`config.mk`:
```
export PLATFORM = sky130hd
export DESIGN_NAME = fpnan_classify
export DESIGN_NICKNAME = d
export VERILOG_FILES = /design/src/rtl/fpnan_pkg.sv /design/src/rtl/fpnan_classify.sv
export SDC_FILE = /design/constraint.sdc
export NUM_CORES = 1
export LEC_CHECK = 0
export BUFFER_PORTS_ARGS = -buffer_cell sky130_fd_sc_hd__buf_2
export CORE_ASPECT_RATIO = 1.5
export CORE_MARGIN = 5
export CORE_UTILIZATION = 24
export DETAILED_ROUTE_END_ITERATION = 7
export GPL_ROUTABILITY_DRIVEN = 0
export PLACE_DENSITY = 0.8
export SLEW_MARGIN = 20
export SYNTH_ARGS = -nofsm -noshare
export SYNTH_HDL_FRONTEND = slang
export SYNTH_SLANG_ARGS = --single-unit
```
`constraint.sdc`:
```
create_clock -name vclk -period 0.9
set_clock_uncertainty 0.15 [all_clocks]
set_input_delay 0 -clock vclk [all_inputs]
set_output_delay 0 -clock vclk [all_outputs]
set_load 0.05 [all_outputs]
```
`src/rtl/fpnan_pkg.sv`:
```
package fpnan_pkg;

    localparam int OP_W  = 80;
    localparam int SGL_E = 8;
    localparam int SGL_F = 23;
    localparam int DBL_E = 11;
    localparam int DBL_F = 52;
    localparam int EXT_E = 15;
    localparam int EXT_F = 63;
    localparam int SGL_W = 1 + SGL_E + SGL_F;
    localparam int DBL_W = 1 + DBL_E + DBL_F;

    typedef enum logic [1:0] {
        FMT_SGL  = 2'd0,
        FMT_DBL  = 2'd1,
        FMT_EXT  = 2'd2,
        FMT_EXT2 = 2'd3
    } fmt_e;

    typedef struct packed {
        logic            vld;
        logic [OP_W-1:0] res;
        logic            we;
        logic            flag;
        logic            trap;
        logic            hit;
    } stage_t;

    function automatic logic [OP_W-1:0] dflt_nan(input logic [1:0] f);
        logic [OP_W-1:0] v;
        v = '0;
        case (f)
            FMT_SGL: v[SGL_W-2:0] = '1;
            FMT_DBL: v[DBL_W-2:0] = '1;
            default: v[OP_W-2:0]  = '1;
        endcase
        return v;
    endfunction

endpackage

```
`src/rtl/fpnan_classify.sv`:
```
module fpnan_classify
    import fpnan_pkg::*;
(
    input  logic [1:0]      fmt,
    input  logic [OP_W-1:0] op,
    output logic            is_q,
    output logic            is_s,
    output logic [OP_W-1:0] quieted
);
    logic exp_ones;
    logic frac_nz;
    logic qbit;

    always_comb begin
        quieted = '0;
        case (fmt)
            FMT_SGL: begin
                exp_ones = &op[SGL_F +: SGL_E];
                frac_nz  = |op[SGL_F-1:0];
                qbit     = op[SGL_F-1];
                quieted[SGL_W-1:0] = op[SGL_W-1:0];
                quieted[SGL_F-1]   = 1'b1;
            end
            FMT_DBL: begin
                exp_ones = &op[DBL_F +: DBL_E];
                frac_nz  = |op[DBL_F-1:0];
                qbit     = op[DBL_F-1];
                quieted[DBL_W-1:0] = op[DBL_W-1:0];
                quieted[DBL_F-1]   = 1'b1;
            end
            default: begin
                // integer bit (EXT_F) sits between exponent and fraction
                exp_ones = &op[EXT_F+1 +: EXT_E];
                frac_nz  = |op[EXT_F-1:0];
                qbit     = op[EXT_F-1];
                quieted  = op;
                quieted[EXT_F-1] = 1'b1;
            end
        endcase
        is_q = exp_ones && frac_nz && qbit;
        is_s = exp_ones && frac_nz && !qbit;
    end

endmodule

```
== Word-level counts from Yosys, hierarchy flattened ==
Cells that the tools add are included.

* $add $sub $neg: 0
* Multipliers: 0
* Div/mod/pow operators: 0
* Magnitude comparators: 0
* Eq/ne operators: 1
* Shifts and indexed selects: 0
* Multiplexer cells: 6
* Bitwise operators: 0
* Reduce and logical (&&, ||, !) cells: 12

{| class="wikitable"
|+ Operators by type and width
! kind !! count
|-
| $pmux 32 s2 || 1
|-
| $reduce_or 63->1 || 1
|-
| $reduce_or 52->1 || 1
|-
| $mux 23 || 1
|-
| $reduce_or 23->1 || 1
|-
| $mux 16 || 1
|-
| $reduce_and 15->1 || 1
|-
| $reduce_and 11->1 || 1
|-
| $reduce_and 8->1 || 1
|-
| $pmux 1 s2 || 3
|-
| $logic_and 1x1->1 || 3
|-
| $eq 2x1->1 const B || 1
|-
| $logic_not 2->1 || 1
|-
| $reduce_or 2->1 || 1
|-
| $logic_not 1->1 || 1
|}

* Register bits: 0
* Latch bits: 0
* RAM bits: 0
* Memory bits (read-only): 0
* Input port bits: 82
* Output and inout bits: 82
* Word-level logic and storage cells: 19
* Memories: 0

== Logic depth before layout (Yosys ltp) ==
Gate-level depths: netlist of the first run.

* Word-level depth: 4
* Gate-level depth with buffers: 4
* Mapped depth without buffers: 4

== Worst setup path before layout of the first run ==
Ideal clock, no wire load.

* Kind: input to output
* Start point: input port fmt[1]
* End point: output port is_s
* Data arrival time: 1520 ps
* Required time: 750 ps
* Setup slack: -770 ps
* Stages: 4
* Cells stage by stage: nand3b_1 > nor4_2 > nor3_1 > a2111oi_2

* Longest elaborated chain between the ends: 4
* Elaborated cells between the ends (all ways): 8
* Classes of those cells: eq/ne: 1; mux: 3; reduce/logical: 4

{| class="wikitable"
|+ RTL lines
! element !! line !! source
|-
| from (decl) || fpnan_classify.sv:4 || <nowiki>input logic [1:0] fmt,</nowiki>
|-
| $eq 2x1->1 / $logic_not 2->1 (equally long branches) || fpnan_classify.sv:16 || <nowiki>case (fmt)</nowiki>
|-
| $pmux 1 s2 || fpnan_classify.sv:16 ||
|-
| $logic_and 1x1->1 / $logic_not 1->1 (equally long branches) || fpnan_classify.sv:41 || <nowiki>is_s = exp_ones && frac_nz && !qbit;</nowiki>
|-
| $logic_and 1x1->1 (*) || fpnan_classify.sv:41 ||
|-
| to (decl) || fpnan_classify.sv:7 || <nowiki>output logic is_s,</nowiki>
|}

Mark *: on every way between the ends. The rest lies on a longest branch, timed or not.

== Final worst setup path of the first run ==
* Start point: input port op[54]
* End point: output port is_s

* Longest elaborated chain between the ends: 4
* Elaborated cells between the ends (all ways): 6
* Classes of those cells: mux: 2; reduce/logical: 4

{| class="wikitable"
|+ RTL lines
! element !! line !! source
|-
| from (decl) || fpnan_classify.sv:5 || <nowiki>input logic [OP_W-1:0] op,</nowiki>
|-
| $reduce_or 63->1 / $reduce_and 11->1 (equally long branches) || fpnan_classify.sv:34, fpnan_classify.sv:25 ||
|-
| $pmux 1 s2 || fpnan_classify.sv:16 ||
|-
| $logic_and 1x1->1 (*) (2 in series) || fpnan_classify.sv:41 ||
|}

Marked as above.

==> tab_implementation.tex, run 1 <==
\begin{tabular}{lr}
\hline
Metric & Value \\
\hline
\multicolumn{2}{l}{\textbf{Die}} \\
Die area & between 0.004 and 0.005 mm2 \\
Row count & 26 \\
Width of the die & approximately 59 um \\
Die Y-Extent & about 83 um \\
Number of ports placed on the die boundary & around 160 \\
Core box area & between 0.003 and 0.004 mm2 \\
Initial core utilization & approximately 25\% \\
\multicolumn{2}{l}{\textbf{STA}} \\
Final setup TNS & -6.92 ns \\
Final number of hold-violating endpoints & 0 \\
Tightest slew margin relative to the limit & 77.8\% \\
Number of failing setup endpoints in the final timing report & 34 \\
Clock period minus final worst setup slack & between 1 and 1.5 ns \\
Fin worst setup slack & -0.407 ns \\
Final period utilization & 145\% \\
Unrepaired setup endpoints after global routing & yes \\
Number of pins with negative max-slew slack in the final report & 0 \\
Slew at the pin closest to its max-slew limit & between 0.3 and 0.4 ns \\
Achievable frequency & between 700 and 800 MHz \\
\multicolumn{2}{l}{\textbf{Final layout}} \\
Proportion of layout cells with a drive suffix above 1 & 85.9\% \\
Number of clock buffers in the layout & 0 \\
Most frequent cells in the layout & sky130\_fd\_sc\_hd\_\_buf\_2 (118), sky130\_fd\_sc\_hd\_\_buf\_6 (40), sky130\_fd\_sc\_hd\_\_buf\_4 (21) \\
Most common library cell in the layout ignoring fill and taps & sky130\_fd\_sc\_hd\_\_buf\_2 \\
P\&R area growth vs syn & 171\% \\
Number of sequential cells & 0 \\
\# fillers & roughly 290 \\
Area of the multi-input gates & $\sim$850 um2 \\
Final \#Nets & 368 \\
Register cell area after layout & 0 um2 \\
Number of antenna cells inserted & 0 \\
\multicolumn{2}{l}{\textbf{Synthesis}} \\
Synthesized cell area & between 800 and 900 um2 \\
Ys Warns & 0 \\
Leading area contributor after synthesis & sky130\_fd\_sc\_hd\_\_buf\_4 \\
Cell types with the largest area share after synthesis & sky130\_fd\_sc\_hd\_\_buf\_4 (27\%), sky130\_fd\_sc\_hd\_\_nor2b\_1 (22\%), sky130\_fd\_sc\_hd\_\_and2\_1 (12\%), sky130\_fd\_sc\_hd\_\_nor4\_1 (11\%), sky130\_fd\_sc\_hd\_\_nand4\_1 (8.1\%) \\
Average size of a mapped cell & $\sim$6.6 um2 \\
Fraction of the yosys area taken by sequential cells & 0\% \\
Synth top area share & between 20\% and 30\% \\
Post-Syn Instances & 130 \\
Distinct cells, synth & 21 \\
Post-Synthesis Net Count & about 210 \\
\multicolumn{2}{l}{\textbf{Status}} \\
Status & complete, but fails checks \\
Violated checks & setup timing \\
\multicolumn{2}{l}{\textbf{Setup path}} \\
Sequence of cells on the critical path & buf\_2 > nor4\_1 > nand3\_1 > a211oi\_2 > buf\_4 > a2111oi\_4 > buf\_6 \\
Kind of cell adding the most delay to the critical path & simple AND/OR/NAND/NOR gates \\
Buf/Inv on CP & 3 \\
Worst Path Max Fanout & 2 \\
Largest stage delay on the critical path & between 0.3 and 0.4 ns \\
Critical setup path kind & in -> out \\
Worst setup EP type & output pin \\
Critical path launch point type & input pin \\
Data arrival time at the worst-slack endpoint & 1.16 ns \\
CP required & approximately 0.75 ns \\
Cell type of the slowest stage on the worst timing path & sky130\_fd\_sc\_hd\_\_nor4\_1 \\
\multicolumn{2}{l}{\textbf{Place}} \\
Placed wire-length estimate after detailed placement & 3960 um \\
Post-place setup slack & -0.561 ns \\
Port bufs & around 160 \\
\multicolumn{2}{l}{\textbf{Global route}} \\
Remaining global-route overflow & 0 \\
Number of global-route vias before repair & 1758 \\
Antenna violations before repair & 0 \\
Wire length of the first global-routing pass & 8440 um \\
GRT Total Usage & 21.1\% \\
Maximum number of pins on one net before global-route repair & 15 \\
\multicolumn{2}{l}{\textbf{Detailed routing}} \\
Remaining routing DRC violations & 0 \\
Remaining antenna violation count after routing & 0 \\
Average wire length per cell after detail routing & $\sim$17 um \\
Number of iterations in the first detailed-routing pass & 4 \\
Detail-routed via count per cell & roughly 4.8 \\
Post-Route WL & 5410 um \\
Violation count after the first detailed-route iteration & 21 \\
Number of vias in the routed layout & about 1600 \\
\multicolumn{2}{l}{\textbf{Pwr}} \\
Internal portion of total power & 0.682 mW \\
Power density of the placed cells & roughly 800 mW/mm2 \\
Combinational fraction of design power & 100.0\% \\
Relative contribution of the clock network to total power & 0\% \\
Switching fraction of total power & between 60 and 70\% \\
Static power due to leakage & 1.21 nW \\
Sequential share of power & 0\% \\
Peak supply drop & $\sim$690 uV \\
Switching power total & between 1 and 1.5 mW \\
\multicolumn{2}{l}{\textbf{Run}} \\
Number of violations of the max-capacitance limit & 0 \\
\multicolumn{2}{l}{\textbf{CTS}} \\
Hold buffer count at CTS & 0 \\
\multicolumn{2}{l}{\textbf{Min path}} \\
Worst hold path type & in -> out \\
\hline
\end{tabular}
[path summary, 6_finish.rpt]
check,start,to,slack [ns],cells past startpoint
worst max-delay path,op[54],is_s,-0.41,7
worst min-delay path,op[6],quieted[6],0.15,2
[per-layer routing]
| layer | part of all wire [%] | track usage [%] | vias to the layer above |
|---|---|---|---|
| li1 | - | - | 736 |
| met1 | 30 | 19.2 | 714 |
| met2 | 57 | 42.4 | 102 |
| met5 | 0 | 0 | - |
| met4 | 2.5 | 5.36 | 0 |
| met3 | 11 | 6.21 | 14 |
[cells in the mapped netlist]
library cell,count
sky130_fd_sc_hd__clkbuf_1,4
sky130_fd_sc_hd__a211oi_1,1
sky130_fd_sc_hd__and2_1,16
sky130_fd_sc_hd__buf_4,31
sky130_fd_sc_hd__or2_2,1
sky130_fd_sc_hd__nor2b_1,30
sky130_fd_sc_hd__a2111oi_2,1
sky130_fd_sc_hd__nand3b_1,1
sky130_fd_sc_hd__nor2_1,5
sky130_fd_sc_hd__o22ai_1,1
sky130_fd_sc_hd__nor4_1,15
sky130_fd_sc_hd__nand3_1,1
sky130_fd_sc_hd__dlymetal6s2s_1,1
sky130_fd_sc_hd__nand2_1,2
sky130_fd_sc_hd__nor3_1,4
sky130_fd_sc_hd__mux2i_1,1
sky130_fd_sc_hd__nand4_1,11
sky130_fd_sc_hd__or2b_1,1
sky130_fd_sc_hd__mux2_2,1
sky130_fd_sc_hd__and2_2,1
sky130_fd_sc_hd__nor4_2,1
[power groups by stage]
stage / registers [mW] / logic (mW) / clock network, mW
floorplan: 0 / 1.08 / 0
global placement: 0 / 1.45 / 0
detailed placement: 0 / 1.47 / 0
CTS: 0 / 1.76 / 0
global route: 0 / 1.89 / 0
finish: 0 / 1.82 / 0
[stage by stage]
| step | utilization, % | power, mW | cells | cell area (um2) | hold slack (ns) |
|---|---|---|---|---|---|
| floorplan | - | 1.08 | 130 | 982 | 0.00710 |
| global placement | 50.5 | 1.45 | 315 | 1720 | 0.152 |
| detailed placement | 50.5 | 1.47 | 315 | 1720 | 0.153 |
| CTS | 65.1 | 1.76 | 324 | 2220 | 0.153 |
| global route | 67.7 | 1.89 | 326 | 2310 | 0.156 |
| finish | 67.7 | 1.82 | 326 | 2310 | 0.152 |
[area by class of cell]
type | count | share of cell area, %
Timing Repair Buffer | 190 | 60.7
Multi-Input combinational cell | 94 | 37.0
Tap cell | 42 | 2.27
[cell families after synthesis]
group | synth area share (%)
AND/OR/NAND/NOR | 63.6
buffers and inverters | 30.5
AO/OA/AOI/OAI | 3.37
multiplexers | 2.49
[repair_timing]
| item | in CTS | in global routing |
|---|---|---|
| cloned | 3 | 0 |
| setup endpoints to repair | 34 | 47 |
| pin swaps | 4 | 3 |
| buffers inserted | 6 | 4 |
| hold endpoints to repair | 0 | 0 |
| resized for setup | 107 | 23 |
Power figures use the tool's default switching activity.
==> run 2: changes to the inputs <==
==> constraint.sdc (replaced) <==
create_clock -name vclk -period 0.9
set_clock_uncertainty 0.15 [all_clocks]
set_input_delay 0 -clock vclk [all_inputs]
set_output_delay 0 -clock vclk [all_outputs]
set_load 0.02 [all_outputs]
==> tab_implementation.tex, run 2 (synthesized netlist as in run 1, its figures left out) <==
\begin{tabular}{lr}
\hline
Metric & Value \\
\hline
\multicolumn{2}{l}{\textbf{Setup path}} \\
Critical setup path kind & in -> out (unchanged) \\
Largest stage delay on the critical path & 0.26 ns (was 0.31 ns) \\
Worst Path Max Fanout & 2 (unchanged) \\
Critical path launch point type & input pin (unchanged) \\
Critical path's most frequent cell & sky130\_fd\_sc\_hd\_\_buf\_4 \\
Cell type of the slowest stage on the worst timing path & sky130\_fd\_sc\_hd\_\_nor4\_4 (was sky130\_fd\_sc\_hd\_\_nor4\_1) \\
Data arrival time at the worst-slack endpoint & 1.16 ns (about the same) \\
Buf/Inv on CP & 4 (was 3) \\
Kind of cell adding the most delay to the critical path & buffers and inverters (was simple AND/OR/NAND/NOR gates) \\
Sequence of cells on the critical path & buf\_6 > nor4\_4 > buf\_4 > nand4\_1 > a211oi\_2 > buf\_4 > a2111oi\_4 > buf\_4 (was buf\_2 > nor4\_1 > nand3\_1 > a211oi\_2 > buf\_4 > a2111oi\_4 > buf\_6) \\
Worst setup EP type & output pin (unchanged) \\
CP required & 0.75 ns (about the same) \\
\multicolumn{2}{l}{\textbf{Global route}} \\
Antenna violations before repair & 0 (unchanged) \\
Wire length of the first global-routing pass & 6890 um (was 8440 um) \\
GRT Total Usage & 16.9\% (was 21.1\%) \\
Maximum number of pins on one net before global-route repair & 12 (was 15) \\
Number of global-route vias before repair & 1559 (was 1758) \\
Remaining global-route overflow & 0 (unchanged) \\
\multicolumn{2}{l}{\textbf{Die}} \\
Width of the die & 58.7 um (unchanged) \\
Row count & 26 (unchanged) \\
Die area & 0.00487 mm2 (unchanged) \\
Die Y-Extent & 83.0 um (unchanged) \\
Core box area & 0.00342 mm2 (unchanged) \\
Number of ports placed on the die boundary & 164 (unchanged) \\
Initial core utilization & 25.0\% (unchanged) \\
\multicolumn{2}{l}{\textbf{Detailed routing}} \\
Post-Route WL & 4900 um (was 5410 um) \\
Remaining routing DRC violations & 0 (unchanged) \\
Detail-routed via count per cell & 4.65 (was 4.80) \\
Number of vias in the routed layout & 1492 (was 1566) \\
Average wire length per cell after detail routing & 15.3 um (was 16.6 um) \\
Violation count after the first detailed-route iteration & 32 (was 21) \\
Number of iterations in the first detailed-routing pass & 4 (unchanged) \\
Remaining antenna violation count after routing & 0 (unchanged) \\
\multicolumn{2}{l}{\textbf{Final layout}} \\
Register cell area after layout & 0 um2 (unchanged) \\
Number of clock buffers in the layout & 0 (unchanged) \\
Number of antenna cells inserted & 0 (unchanged) \\
P\&R area growth vs syn & 134\% (was 171\%) \\
Most frequent cells in the layout & sky130\_fd\_sc\_hd\_\_buf\_2 (138), sky130\_fd\_sc\_hd\_\_buf\_6 (22), sky130\_fd\_sc\_hd\_\_nor2b\_1 (18) (was sky130\_fd\_sc\_hd\_\_buf\_2 (118), sky130\_fd\_sc\_hd\_\_buf\_6 (40), sky130\_fd\_sc\_hd\_\_buf\_4 (21)) \\
Most common library cell in the layout ignoring fill and taps & sky130\_fd\_sc\_hd\_\_buf\_2 (unchanged) \\
Number of sequential cells & 0 (unchanged) \\
Finished Layout Cells & 321 (was 326) \\
Final \#Nets & 363 (was 368) \\
\# fillers & 303 (was 287) \\
Proportion of layout cells with a drive suffix above 1 & 75.3\% (was 85.9\%) \\
\multicolumn{2}{l}{\textbf{STA}} \\
Final number of hold-violating endpoints & 0 (unchanged) \\
Final setup TNS & -2.77 ns (was -6.92 ns) \\
Fin worst setup slack & -0.410 ns (was -0.407 ns) \\
Number of failing setup endpoints in the final timing report & 26 (was 34) \\
Clock period minus final worst setup slack & 1.31 ns (about the same) \\
Tightest slew margin relative to the limit & 80.9\% (was 77.8\%) \\
Slew at the pin closest to its max-slew limit & 0.283 ns (was 0.331 ns) \\
Unrepaired setup endpoints after global routing & yes (unchanged) \\
Number of pins with negative max-slew slack in the final report & 0 (unchanged) \\
Final period utilization & 146\% (was 145\%) \\
Achievable frequency & 763 MHz (was 765 MHz) \\
\multicolumn{2}{l}{\textbf{Pwr}} \\
Peak supply drop & 428 uV (was 693 uV) \\
Static power due to leakage & 1.08 nW (was 1.21 nW) \\
Switching fraction of total power & 52.6\% (was 62.5\%) \\
Relative contribution of the clock network to total power & 0\% (about the same) \\
Power density of the placed cells & 574 mW/mm2 (was 786 mW/mm2) \\
Switching power total & 0.603 mW (was 1.13 mW) \\
Overall Power & 1.15 mW (was 1.82 mW) \\
Internal portion of total power & 0.544 mW (was 0.682 mW) \\
Combinational fraction of design power & 100.0\% (about the same) \\
Sequential share of power & 0\% (about the same) \\
\multicolumn{2}{l}{\textbf{Min path}} \\
Worst hold path type & in -> out (unchanged) \\
\multicolumn{2}{l}{\textbf{Place}} \\
Number of cells in the design after placement & 315 (unchanged) \\
Placed wire-length estimate after detailed placement & 3940 um (was 3960 um) \\
Port bufs & 164 (unchanged) \\
Post-place setup slack & -0.445 ns (was -0.561 ns) \\
\multicolumn{2}{l}{\textbf{Run}} \\
Number of violations of the max-capacitance limit & 0 (unchanged) \\
\multicolumn{2}{l}{\textbf{Status}} \\
Violated checks & setup timing (unchanged) \\
Status & complete, but fails checks (unchanged) \\
\hline
\end{tabular}
[run 2: final timing paths]
check / cells past startpoint / end / slack (ns) / startpoint
setup / recovery: 8 / is_s / -0.41 / op[1]
hold / removal: 2 / quieted[6] / 0.08 / op[6]
[run 2: area by class of cell]
type / instances / area [um2] / share of cell area (%)
Multi-Input combinational cell: 94 / 744 / 37.3
Timing Repair Buffer: 185 / 1200 / 60.1
Tap cell: 42 / 52.6 / 2.63
[run 2: through the flow]
stage               cell area (um2)  hold WS, ns  util (%)
floorplan                       866      -0.0374         -
global placement               1610       0.0845      47.0
detailed placement             1610       0.0859      47.0
CTS                            1830       0.0823      53.7
global route                   2000       0.0906      58.5
finish                         2000       0.0832      58.5
[run 2: what timing repair did]
action                                  4_1_cts  5_1_grt
pin swaps                                     4        5
resized for setup                            43       53
gates cloned                                  1        0
hold buffers                                  0        0
buffers inserted                              7        2
endpoints found under the setup margin       34       34
[run 2: power groups by stage]
stage / registers (mW) / clock network (mW) / logic (mW)
5_1_grt: 0 / 0 / 1.22
3_5_place_dp: 0 / 0 / 0.938
2_1_floorplan: 0 / 0 / 0.541
4_1_cts: 0 / 0 / 1.05
3_3_place_gp: 0 / 0 / 0.927
6_report: 0 / 0 / 1.15
[run 2: metal layers]
layer  global-route usage, %  wire length [um]  vias to the layer above
met5                       0                 0                        -
met4                   0.412                37                        0
met3                    4.66               630                        4
met2                    34.0              2620                      106
met1                    17.3              1620                      653
li1                        -                 -                      729
==> run 3: changes to the inputs <==
--- a/config.mk
+++ b/config.mk
@@ -12,6 +12,7 @@
 export DETAILED_ROUTE_END_ITERATION = 7
 export GPL_ROUTABILITY_DRIVEN = 0
 export PLACE_DENSITY = 0.8
+export RECOVER_POWER = 100
 export SLEW_MARGIN = 20
 export SYNTH_ARGS = -nofsm -noshare
 export SYNTH_HDL_FRONTEND = slang
==> tab_implementation.tex, run 3 (synthesized netlist as in run 1, its figures left out) <==
\begin{tabular}{lr}
\hline
Metric & Value \\
\hline
\multicolumn{2}{l}{\textbf{Die}} \\
Row count & 26 (unchanged) \\
Number of ports placed on the die boundary & 164 (unchanged) \\
Initial core utilization & 25.0\% (unchanged) \\
Die Y-Extent & 83.0 um (unchanged) \\
Width of the die & 58.7 um (unchanged) \\
Core box area & 0.00342 mm2 (unchanged) \\
Die area & 0.00487 mm2 (unchanged) \\
\multicolumn{2}{l}{\textbf{Detailed routing}} \\
Violation count after the first detailed-route iteration & 32 (unchanged) \\
Number of iterations in the first detailed-routing pass & 4 (unchanged) \\
Remaining antenna violation count after routing & 0 (unchanged) \\
Remaining routing DRC violations & 0 (unchanged) \\
Detail-routed via count per cell & 4.64 (was 4.65) \\
Average wire length per cell after detail routing & 15.3 um (unchanged) \\
Post-Route WL & 4900 um (unchanged) \\
Number of vias in the routed layout & 1491 (was 1492) \\
\multicolumn{2}{l}{\textbf{Pwr}} \\
Power density of the placed cells & 574 mW/mm2 (about the same) \\
Switching power total & 0.603 mW (about the same) \\
Combinational fraction of design power & 100.0\% (about the same) \\
Switching fraction of total power & 52.7\% (was 52.6\%) \\
Sequential share of power & 0\% (about the same) \\
Peak supply drop & 428 uV (unchanged) \\
Relative contribution of the clock network to total power & 0\% (about the same) \\
Internal portion of total power & 0.542 mW (was 0.544 mW) \\
Overall Power & 1.14 mW (was 1.15 mW) \\
Static power due to leakage & 1.07 nW (was 1.08 nW) \\
\multicolumn{2}{l}{\textbf{STA}} \\
Final number of hold-violating endpoints & 0 (unchanged) \\
Clock period minus final worst setup slack & 1.31 ns (unchanged) \\
Number of pins with negative max-slew slack in the final report & 0 (unchanged) \\
Final setup TNS & -2.77 ns (unchanged) \\
Tightest slew margin relative to the limit & 80.9\% (unchanged) \\
Fin worst setup slack & -0.410 ns (unchanged) \\
Hold Worst Slack & 0.0843 ns (was 0.0832 ns) \\
Slew at the pin closest to its max-slew limit & 0.283 ns (unchanged) \\
Final period utilization & 146\% (unchanged) \\
Number of failing setup endpoints in the final timing report & 26 (unchanged) \\
Achievable frequency & 763 MHz (unchanged) \\
Unrepaired setup endpoints after global routing & yes (unchanged) \\
\multicolumn{2}{l}{\textbf{Min path}} \\
Worst hold path type & in -> out (unchanged) \\
Min-Delay Startpoint & op[7] (was op[6]) \\
Worst hold stages & 2 (unchanged) \\
Capture endpoint of the worst hold path & quieted[7] (was quieted[6]) \\
\multicolumn{2}{l}{\textbf{Final layout}} \\
Register cell area after layout & 0 um2 (unchanged) \\
Number of sequential cells & 0 (unchanged) \\
Number of clock buffers in the layout & 0 (unchanged) \\
Most common library cell in the layout ignoring fill and taps & sky130\_fd\_sc\_hd\_\_buf\_2 (unchanged) \\
\# fillers & 306 (was 303) \\
Final \#Nets & 363 (unchanged) \\
Number of antenna cells inserted & 0 (unchanged) \\
P\&R area growth vs syn & 134\% (about the same) \\
Fin util & 58.4\% (was 58.5\%) \\
Most frequent cells in the layout & sky130\_fd\_sc\_hd\_\_buf\_2 (134), sky130\_fd\_sc\_hd\_\_buf\_6 (22), sky130\_fd\_sc\_hd\_\_nor2b\_1 (18) (was sky130\_fd\_sc\_hd\_\_buf\_2 (138), sky130\_fd\_sc\_hd\_\_buf\_6 (22), sky130\_fd\_sc\_hd\_\_nor2b\_1 (18)) \\
Proportion of layout cells with a drive suffix above 1 & 73.8\% (was 75.3\%) \\
\multicolumn{2}{l}{\textbf{Setup path}} \\
Critical path launch point type & input pin (unchanged) \\
Worst setup EP type & output pin (unchanged) \\
CP required & 0.75 ns (about the same) \\
Worst Path Max Fanout & 2 (unchanged) \\
Data arrival time at the worst-slack endpoint & 1.16 ns (about the same) \\
Critical setup path kind & in -> out (unchanged) \\
\multicolumn{2}{l}{\textbf{CTS}} \\
Hold buffer count at CTS & 0 (unchanged) \\
\multicolumn{2}{l}{\textbf{Status}} \\
Violated checks & setup timing (unchanged) \\
Status & complete, but fails checks (unchanged) \\
\multicolumn{2}{l}{\textbf{Global route}} \\
Maximum number of pins on one net before global-route repair & 12 (unchanged) \\
Number of global-route vias before repair & 1559 (unchanged) \\
Wire length of the first global-routing pass & 6890 um (unchanged) \\
Antenna violations before repair & 0 (unchanged) \\
GRT Total Usage & 16.9\% (unchanged) \\
Remaining global-route overflow & 0 (unchanged) \\
\multicolumn{2}{l}{\textbf{Run}} \\
Number of violations of the max-capacitance limit & 0 (unchanged) \\
\multicolumn{2}{l}{\textbf{Place}} \\
Post-place setup slack & -0.445 ns (unchanged) \\
Placed wire-length estimate after detailed placement & 3940 um (unchanged) \\
Port bufs & 164 (unchanged) \\
\hline
\end{tabular}
-- run 3: worst max-delay path by stage --
stage           start    to  cells after the start
4_1_cts         op[1]  is_s                      8
6_report        op[1]  is_s                      8
3_3_place_gp    op[1]  is_s                      8
5_1_grt         op[1]  is_s                      8
2_1_floorplan  fmt[1]  is_s                      4
3_5_place_dp    op[1]  is_s                      8
-- run 3: through the flow --
| stage | std cells | area (um2) |
|---|---|---|
| after global routing | 321 | 1990 |
| after CTS | 322 | 1830 |
| final | 321 | 1990 |
| after floorplan | 130 | 866 |
| after detailed placement | 315 | 1610 |
| after global placement | 315 | 1610 |
-- run 3: routing by layer --
layer	vias to the layer above	wire (um)	track usage (%)	share of wire, %
met1	653	1620	17.3	33
met2	106	2620	34.0	53
met3	4	630	4.66	13
li1	728	-	-	-
met4	0	37	0.412	0.75
met5	-	0	0	0
-- run 3: worst max-delay path, stage by stage --
cell and delay, ns:
sky130_fd_sc_hd__buf_6 0.10, sky130_fd_sc_hd__nor4_4 0.26, sky130_fd_sc_hd__buf_4 0.15, sky130_fd_sc_hd__nand4_1 0.11, sky130_fd_sc_hd__a211oi_2 0.17, sky130_fd_sc_hd__buf_4 0.14, sky130_fd_sc_hd__a2111oi_4 0.05, sky130_fd_sc_hd__buf_4 0.16
-- run 3: timing repair --
item | in CTS | in global routing
pin swaps | 4 | 5
setup buffers | 7 | 2
resized for setup | 43 | 53
cloned | 1 | 0
setup endpoints to repair | 34 | 34
-- run 3: area by class of cell --
| class | count | area (um2) | share of cell area, % |
|---|---|---|---|
| Multi-Input combinational cell | 94 | 744 | 37.4 |
| Tap cell | 42 | 52.6 | 2.64 |
| Timing Repair Buffer | 185 | 1200 | 60.0 |
-- run 3: power groups by stage --
stage          clock network [mW]  logic (mW)  registers, mW
2_1_floorplan                   0       0.541              0
3_3_place_gp                    0       0.927              0
3_5_place_dp                    0       0.938              0
4_1_cts                         0        1.05              0
5_1_grt                         0        1.22              0
6_report                        0        1.14              0
